===== src/rtl/pacer_pkg.sv =====
package pacer_pkg;
  localparam int PACE_W = 8;
  localparam int CNT_W  = 16;
  localparam int TGT_W  = 6;
  localparam int CMP_W  = CNT_W + 2;

  typedef logic [PACE_W-1:0] pace_t;
  typedef logic [CNT_W-1:0]  cnt_t;
  typedef logic [TGT_W-1:0]  tgt_t;

  // banded update; 2*C compared with 4T, 3T, 2T and T
  function automatic pace_t next_pace(input cnt_t c, input tgt_t t, input pace_t p);
    logic [CMP_W-1:0] c2, t1, t2, t3, t4;
    logic [PACE_W:0]  dbl;
    pace_t            res;
    c2  = CMP_W'(c) << 1;
    t1  = CMP_W'(t);
    t2  = t1 << 1;
    t3  = t1 + t2;
    t4  = t1 << 2;
    dbl = {p, 1'b1};
    if (c2 > t4)      res = '1;
    else if (c2 > t3) res = dbl[PACE_W] ? '1 : dbl[PACE_W-1:0];
    else if (c2 > t2) res = (p == '1) ? p : p + pace_t'(1);
    else if (c2 > t1) res = (p == '0) ? p : p - pace_t'(1);
    else if (c != '0) res = p >> 1;
    else              res = '0;
    return res;
  endfunction
endpackage


===== src/rtl/pace_window_timer.sv =====
module pace_window_timer
  import pacer_pkg::*;
#(
  parameter int PRE_W = 8
) (
  input  logic             clk,
  input  logic             rst_n,
  input  logic             tick,
  input  logic [PRE_W-1:0] prescale,
  input  pace_t            pace,
  output logic             win_end,
  output logic             in_mask
);
  localparam int IDX_W = PRE_W + 8;
  localparam logic [IDX_W-1:0] STEP = IDX_W'(1);

  logic [IDX_W-1:0] idx, win_len, mask_len;
  logic [PRE_W-1:0] eff_pre;

  assign eff_pre  = (prescale == '0) ? PRE_W'(1) : prescale;
  assign win_len  = IDX_W'(eff_pre) * IDX_W'(250);
  assign mask_len = IDX_W'(eff_pre) * IDX_W'(pace);
  assign win_end  = tick && (idx >= win_len - STEP);
  assign in_mask  = idx < mask_len;

  always_ff @(posedge clk) begin
    if (!rst_n)       idx <= '0;
    else if (win_end) idx <= '0;
    else if (tick)    idx <= idx + STEP;
  end


  idx_step_chk: assert property (@(posedge clk) disable iff (!rst_n)
    (tick && !win_end) |=> (idx == $past(idx) + STEP));

  idx_wrap_chk: assert property (@(posedge clk) disable iff (!rst_n)
    win_end |=> (idx == '0));
endmodule


===== src/rtl/pace_adapt.sv =====
module pace_adapt
  import pacer_pkg::*;
(
  input  logic  clk,
  input  logic  rst_n,
  input  logic  evt,
  input  logic  win_end,
  input  logic  pace_en,
  input  tgt_t  target,
  output pace_t pace
);
  cnt_t cnt, cnt_eff;
  logic [CMP_W-1:0] c2_mon, t4_mon;

  assign cnt_eff = (cnt == '1) ? cnt : cnt + CNT_W'(evt);

  always_ff @(posedge clk) begin
    if (!rst_n) begin
      cnt  <= '0;
      pace <= '0;
    end else begin
      cnt <= win_end ? '0 : cnt_eff;
      if (!pace_en)     pace <= '0;
      else if (win_end) pace <= next_pace(cnt_eff, target, pace);
    end
  end

  assign c2_mon = CMP_W'(cnt_eff) << 1;
  assign t4_mon = CMP_W'(target) << 2;


  sat_band_chk: assert property (@(posedge clk) disable iff (!rst_n)
    (win_end && pace_en && (c2_mon > t4_mon)) |=> (pace == '1));

  idle_clear_chk: assert property (@(posedge clk) disable iff (!rst_n)
    (win_end && pace_en && (cnt_eff == '0)) |=> (pace == '0));

  cnt_restart_chk: assert property (@(posedge clk) disable iff (!rst_n)
    win_end |=> (cnt == '0));

  pace_off_chk: assert property (@(posedge clk) disable iff (!rst_n)
    !pace_en |=> (pace == '0));
endmodule


===== src/rtl/pace_gate.sv =====
module pace_gate (
  input  logic clk,
  input  logic rst_n,
  input  logic evt,
  input  logic pace_en,
  input  logic in_mask,
  input  logic win_end,
  output logic irq_out
);
  logic pend, open;

  assign open = !in_mask || win_end;

  always_ff @(posedge clk) begin
    if (!rst_n) begin
      irq_out <= 1'b0;
      pend    <= 1'b0;
    end else if (!pace_en) begin
      irq_out <= evt;
      pend    <= 1'b0;
    end else if (open) begin
      irq_out <= evt || pend;
      pend    <= 1'b0;
    end else begin
      irq_out <= 1'b0;
      pend    <= pend || evt;
    end
  end


  pass_thru_chk: assert property (@(posedge clk) disable iff (!rst_n)
    !pace_en |=> (irq_out == $past(evt)));

  masked_quiet_chk: assert property (@(posedge clk) disable iff (!rst_n)
    (pace_en && in_mask && !win_end) |=> !irq_out);

  release_chk: assert property (@(posedge clk) disable iff (!rst_n)
    (pace_en && pend && open) |=> (irq_out && !pend));
endmodule


===== src/rtl/intr_pacer.sv =====
module intr_pacer
  import pacer_pkg::*;
#(
  parameter int PRE_W = 8
) (
  input  logic             clk,
  input  logic             rst_n,
  input  logic             tick,
  input  logic [PRE_W-1:0] prescale,
  input  logic [TGT_W-1:0] target,
  input  logic             pace_en,
  input  logic             evt,
  output logic             irq_out
);
  pace_t pace;
  logic  win_end, in_mask, mask_act;

  assign mask_act = pace_en && in_mask;

  pace_window_timer #(.PRE_W(PRE_W)) u_timer (
    .clk(clk), .rst_n(rst_n), .tick(tick), .prescale(prescale),
    .pace(pace), .win_end(win_end), .in_mask(in_mask)
  );

  pace_adapt u_adapt (
    .clk(clk), .rst_n(rst_n), .evt(evt), .win_end(win_end),
    .pace_en(pace_en), .target(target), .pace(pace)
  );

  pace_gate u_gate (
    .clk(clk), .rst_n(rst_n), .evt(evt), .pace_en(pace_en),
    .in_mask(mask_act), .win_end(win_end), .irq_out(irq_out)
  );


  reset_quiet_chk: assert property (@(posedge clk)
    !rst_n |=> !irq_out);
endmodule


===== config.mk =====
export PLATFORM = sky130hd
export DESIGN_NAME = intr_pacer
export DESIGN_NICKNAME = d
export VERILOG_FILES = /design/src/rtl/pacer_pkg.sv /design/src/rtl/pace_window_timer.sv /design/src/rtl/pace_adapt.sv /design/src/rtl/pace_gate.sv /design/src/rtl/intr_pacer.sv
export SDC_FILE = /design/constraint.sdc
export NUM_CORES = 1
export LEC_CHECK = 0
export ABC_AREA = 1
export BUFFER_PORTS_ARGS = -buffer_cell sky130_fd_sc_hd__buf_2
export CORE_MARGIN = 2
export CORE_UTILIZATION = 66
export CTS_BUF_LIST = sky130_fd_sc_hd__clkbuf_8 sky130_fd_sc_hd__clkbuf_16
export DETAILED_ROUTE_END_ITERATION = 6
export PLACE_DENSITY = 0.88
export SLEW_MARGIN = 20
export SYNTH_ARGS = -nofsm -noshare
export SYNTH_HDL_FRONTEND = slang
export SYNTH_HIERARCHICAL = 1
export SYNTH_SLANG_ARGS = --single-unit

===== constraint.sdc =====
create_clock -name clk -period 7.2 [get_ports clk]
set_clock_uncertainty 0.2 [all_clocks]
set_input_delay 0.36 -clock clk [delete_from_list [all_inputs] [get_ports clk]]
set_output_delay 0.36 -clock clk [all_outputs]
set_load 0.01 [all_outputs]

==> flow_summary_export.csv <==
group,metric,value,unit
setup_path,slowest_delay,520,ps
cts,cts_tree,"done",
cts,path_clk_slew,70,ps
cts,cts_root_buf,"clkbuf_16",
power_and_ir_drop,peakVddDrop,0.09492,mV
synthesis,synth_top_area_share,21.02,%
finish,area_growth,5.101,%
setup_path,cp_top_family,"adder cells",
synthesis,ys_ff_latch,42,
timing,min_period_over_period,91.81,%
floorplanning,io_pins,20,
synthesis,postSynthAreaPerCell,6.675,um2
status,status,"complete, no violations",
finish,layout-drive-gt1-share,6.481,%
timing,drv_slew,0,
synthesis,yosysWarnings,6,
setup_path,start_kind,"primary input",
setup_path,cp_max_fo,11,
detailed_routing,avgRoutedWirePerCell,13.86,um
power_and_ir_drop,power,0.001376,W
synthesis,ys_seq_area_share,9.879,%
timing,max_slew_margin,57.19,%
setup_path,arrival,6640,ps
detailed_routing,num_vias,8110,
setup_path,crit_type,"in -> reg",
global_routing,grt_usage,30.34,%
finish,final_cells,1468,
placed_design,port_buffers,19,
finish,seq_area,840.8,um2
cts,clock-sinks,42,
placed_design,place_hpwl,16660,um
setup_path,end_kind,"register",
synthesis,syn-cell-area,8511,um2
detailed_routing,drc,0,
timing,rsz0062_at_grt,"false",
floorplanning,initial_core_util,67.44,%
synthesis,yosysTopAreaCell,"ha_1",
setup_path,critPathBufInv,7,
finish,nNetsFinal,1512,
setup_path,worst_path_max_delay_cell,"fa_1",
cts,cts_buffers,5,
detailed_routing,via_per_inst,5.525,
timing,final.setup.tns,0,ps
floorplanning,coreArea,12620,um2
power_and_ir_drop,p_leak,5.191,nW
worst_hold_path,hp-class,"in -> reg",
placed_design,placed_cells,1460,
cts,htreeDepth,2,
synthesis,synth_nets,1492,
timing,max_slew.worst_pin.slew,641.3,ps
floorplanning,fp.dieW,117.6,um
timing,hold_violations,0,
global_routing,grt_overflow_total,0,
synthesis,synth.distinct_cells,43,
detailed_routing,first_pass_iters,5,
floorplanning,dieArea,13820,um2
timing,fmax,151.3,MHz
timing,final-setup-viol-count,0,
detailed_routing,drt_iter0_markers,467,
cts,clock_latency,290,ps
floorplanning,row_count,41,
global_routing,grt_pass1_vias,7932,
detailed_routing,drt_wl_total,20340,um
worst_hold_path,min_path_cells,3,
finish,multi_input_comb_area,6649,um2
timing,post-route-min-period,6610,ps
finish,diodes,0,
global_routing,grt_first_pass_wirelength,35120,um
floorplanning,die_h,117.6,um
global_routing,grt_max_degree,20,
synthesis,yosys-top-cells-area,"ha_1 21%, nand2_1 15%, fa_1 13%, inv_1 11%, dfxtp_1 9.9%",
cts,postCtsSetupRepairBufs,0,
cts,clockBufferDepth,2,
setup_path,cp.depth,37,
synthesis,syn_inst,1275,
global_routing,antenna_found_initial,0,
finish,nFillCells,1053,
detailed_routing,drtAntennaViolNets,0,
setup_path,cp_common_cell,"nand2_1",
setup_path,reg2reg_depth,26,
cts,cts_hold_buf,0,
placed_design,gp_congestion,0.9506,
run,maxCapViolations,0,
setup_path,crit_required,7230,ps
power_and_ir_drop,p_per_area,153.8,nW/um2
-- sequential cells by signal (all words and copies together), names as in the netlist --
name	cells
u_adapt/cnt	16
u_timer/idx	16
u_adapt/pace	8
u_gate/irq_out	1
u_gate/pend	1
-- worst paths after layout --
path	startpoint	to	slack, ps
max	prescale[5]	u_adapt/pace[5]	590
min	pace_en	u_gate/pend	160
max reg2reg	u_adapt/pace[5]	u_gate/irq_out	1410
min reg2reg	u_gate/pend	u_gate/pend	350
-- synthesized netlist by cell type, drive strengths merged --
cell type / count
a211oi: 2
a21o: 2
a21oi: 59
a31oi: 1
and2: 1
and3: 1
buf: 6
clkbuf: 6
clkinv: 2
dfxtp: 42
fa: 55
ha: 143
inv: 253
mux2i: 1
nand2: 347
nand3: 78
nand3b: 4
nand4: 29
nor2: 145
nor3: 17
nor4: 4
o211a: 1
o211ai: 1
o21a: 3
o21ai: 16
o21bai: 5
or2: 4
xnor2: 20
xor2: 27
-- worst register-to-register path, stage by stage (launching register included) --
cell and delay [ps]:
dfxtp_1 730, nand2_1 150, fa_1 480, fa_1 540, fa_1 550, inv_1 50
fa_1 470, ha_1 370, nand2_1 90, o21ai_0 170, a21oi_1 80, o21ai_0 400
nand2_1 130, nand2_1 90, nand2_1 50, nand2_1 70, ha_1 230, nand2_1 70
inv_1 50, nand3_1 80, o211ai_1 100, a21oi_1 190, nand2_1 70, inv_1 50
nand2_1 60, nand3_1 90, a21oi_1 70
-- what timing repair did --
| action | in CTS | in global routing |
|---|---|---|
| endpoints found under the setup margin | 0 | 16 |
| gates resized for setup | 0 | 2 |
| endpoints found under the hold margin | 0 | 0 |
-- cell families (layout without fill, tap and decap cells) --
family | after synthesis | after routing | share of synthesized area (%)
simple gates | 630 | 630 | 33.28
buf+inv | 267 | 288 | 12.08
fa+ha+maj | 198 | 198 | 33.96
compound gates | 90 | 90 | 5.836
xor+xnor | 47 | 47 | 4.837
flops | 42 | 42 | 9.879
mux | 1 | 1 | 0.1176
-- per-layer routing --
metal	share of wire (%)	track usage (%)	routed length, um	vias to the layer above
met2	51	56.14	10290	257
met3	4.4	3.004	889	71
met4	4.5	14.23	923	0
li1	-	-	-	4028
met1	41	35.08	8242	3754
met5	0	0	0	-
-- power breakdown --
part | internal (W) | switching, W
clock network | 0.000127 | 0.0000963
registers | 0.000235 | 0.00000348
logic | 0.000319 | 0.000594
total | 0.000682 | 0.000694
-- final cells by class --
class / count / area share, %
tap: 172 / 2.406
sequential: 42 / 9.400
clock inverter: 3 / 0.1958
inverter: 255 / 10.70
clock buffer: 5 / 1.399
multi-input combinational: 966 / 74.33
timing repair buffer: 25 / 1.567
-- metrics by stage --
stage	worst slack, ps	util (%)	hold slack (ps)	instance area [um2]
after floorplan	605.4	-	285.2	8511
after global placement	542.0	69.69	311.6	8795
after detailed placement	298.1	69.69	328.9	8795
after CTS	611.2	70.82	146.8	8937
after global routing	38.50	70.88	162.1	8945
final	589.7	70.88	158.7	8945
-- placed cells by master (no fill, tap or decap), drive strengths merged, types with 17 or more instances in the layout --
cell type    n
nor2       145
dfxtp       42
xor2        27
nand4       29
a21oi       59
nand3       78
nor3        17
inv        255
fa          55
ha         143
buf         25
nand2      347
xnor2       20
No activity file was read; power rests on OpenSTA's default activity.
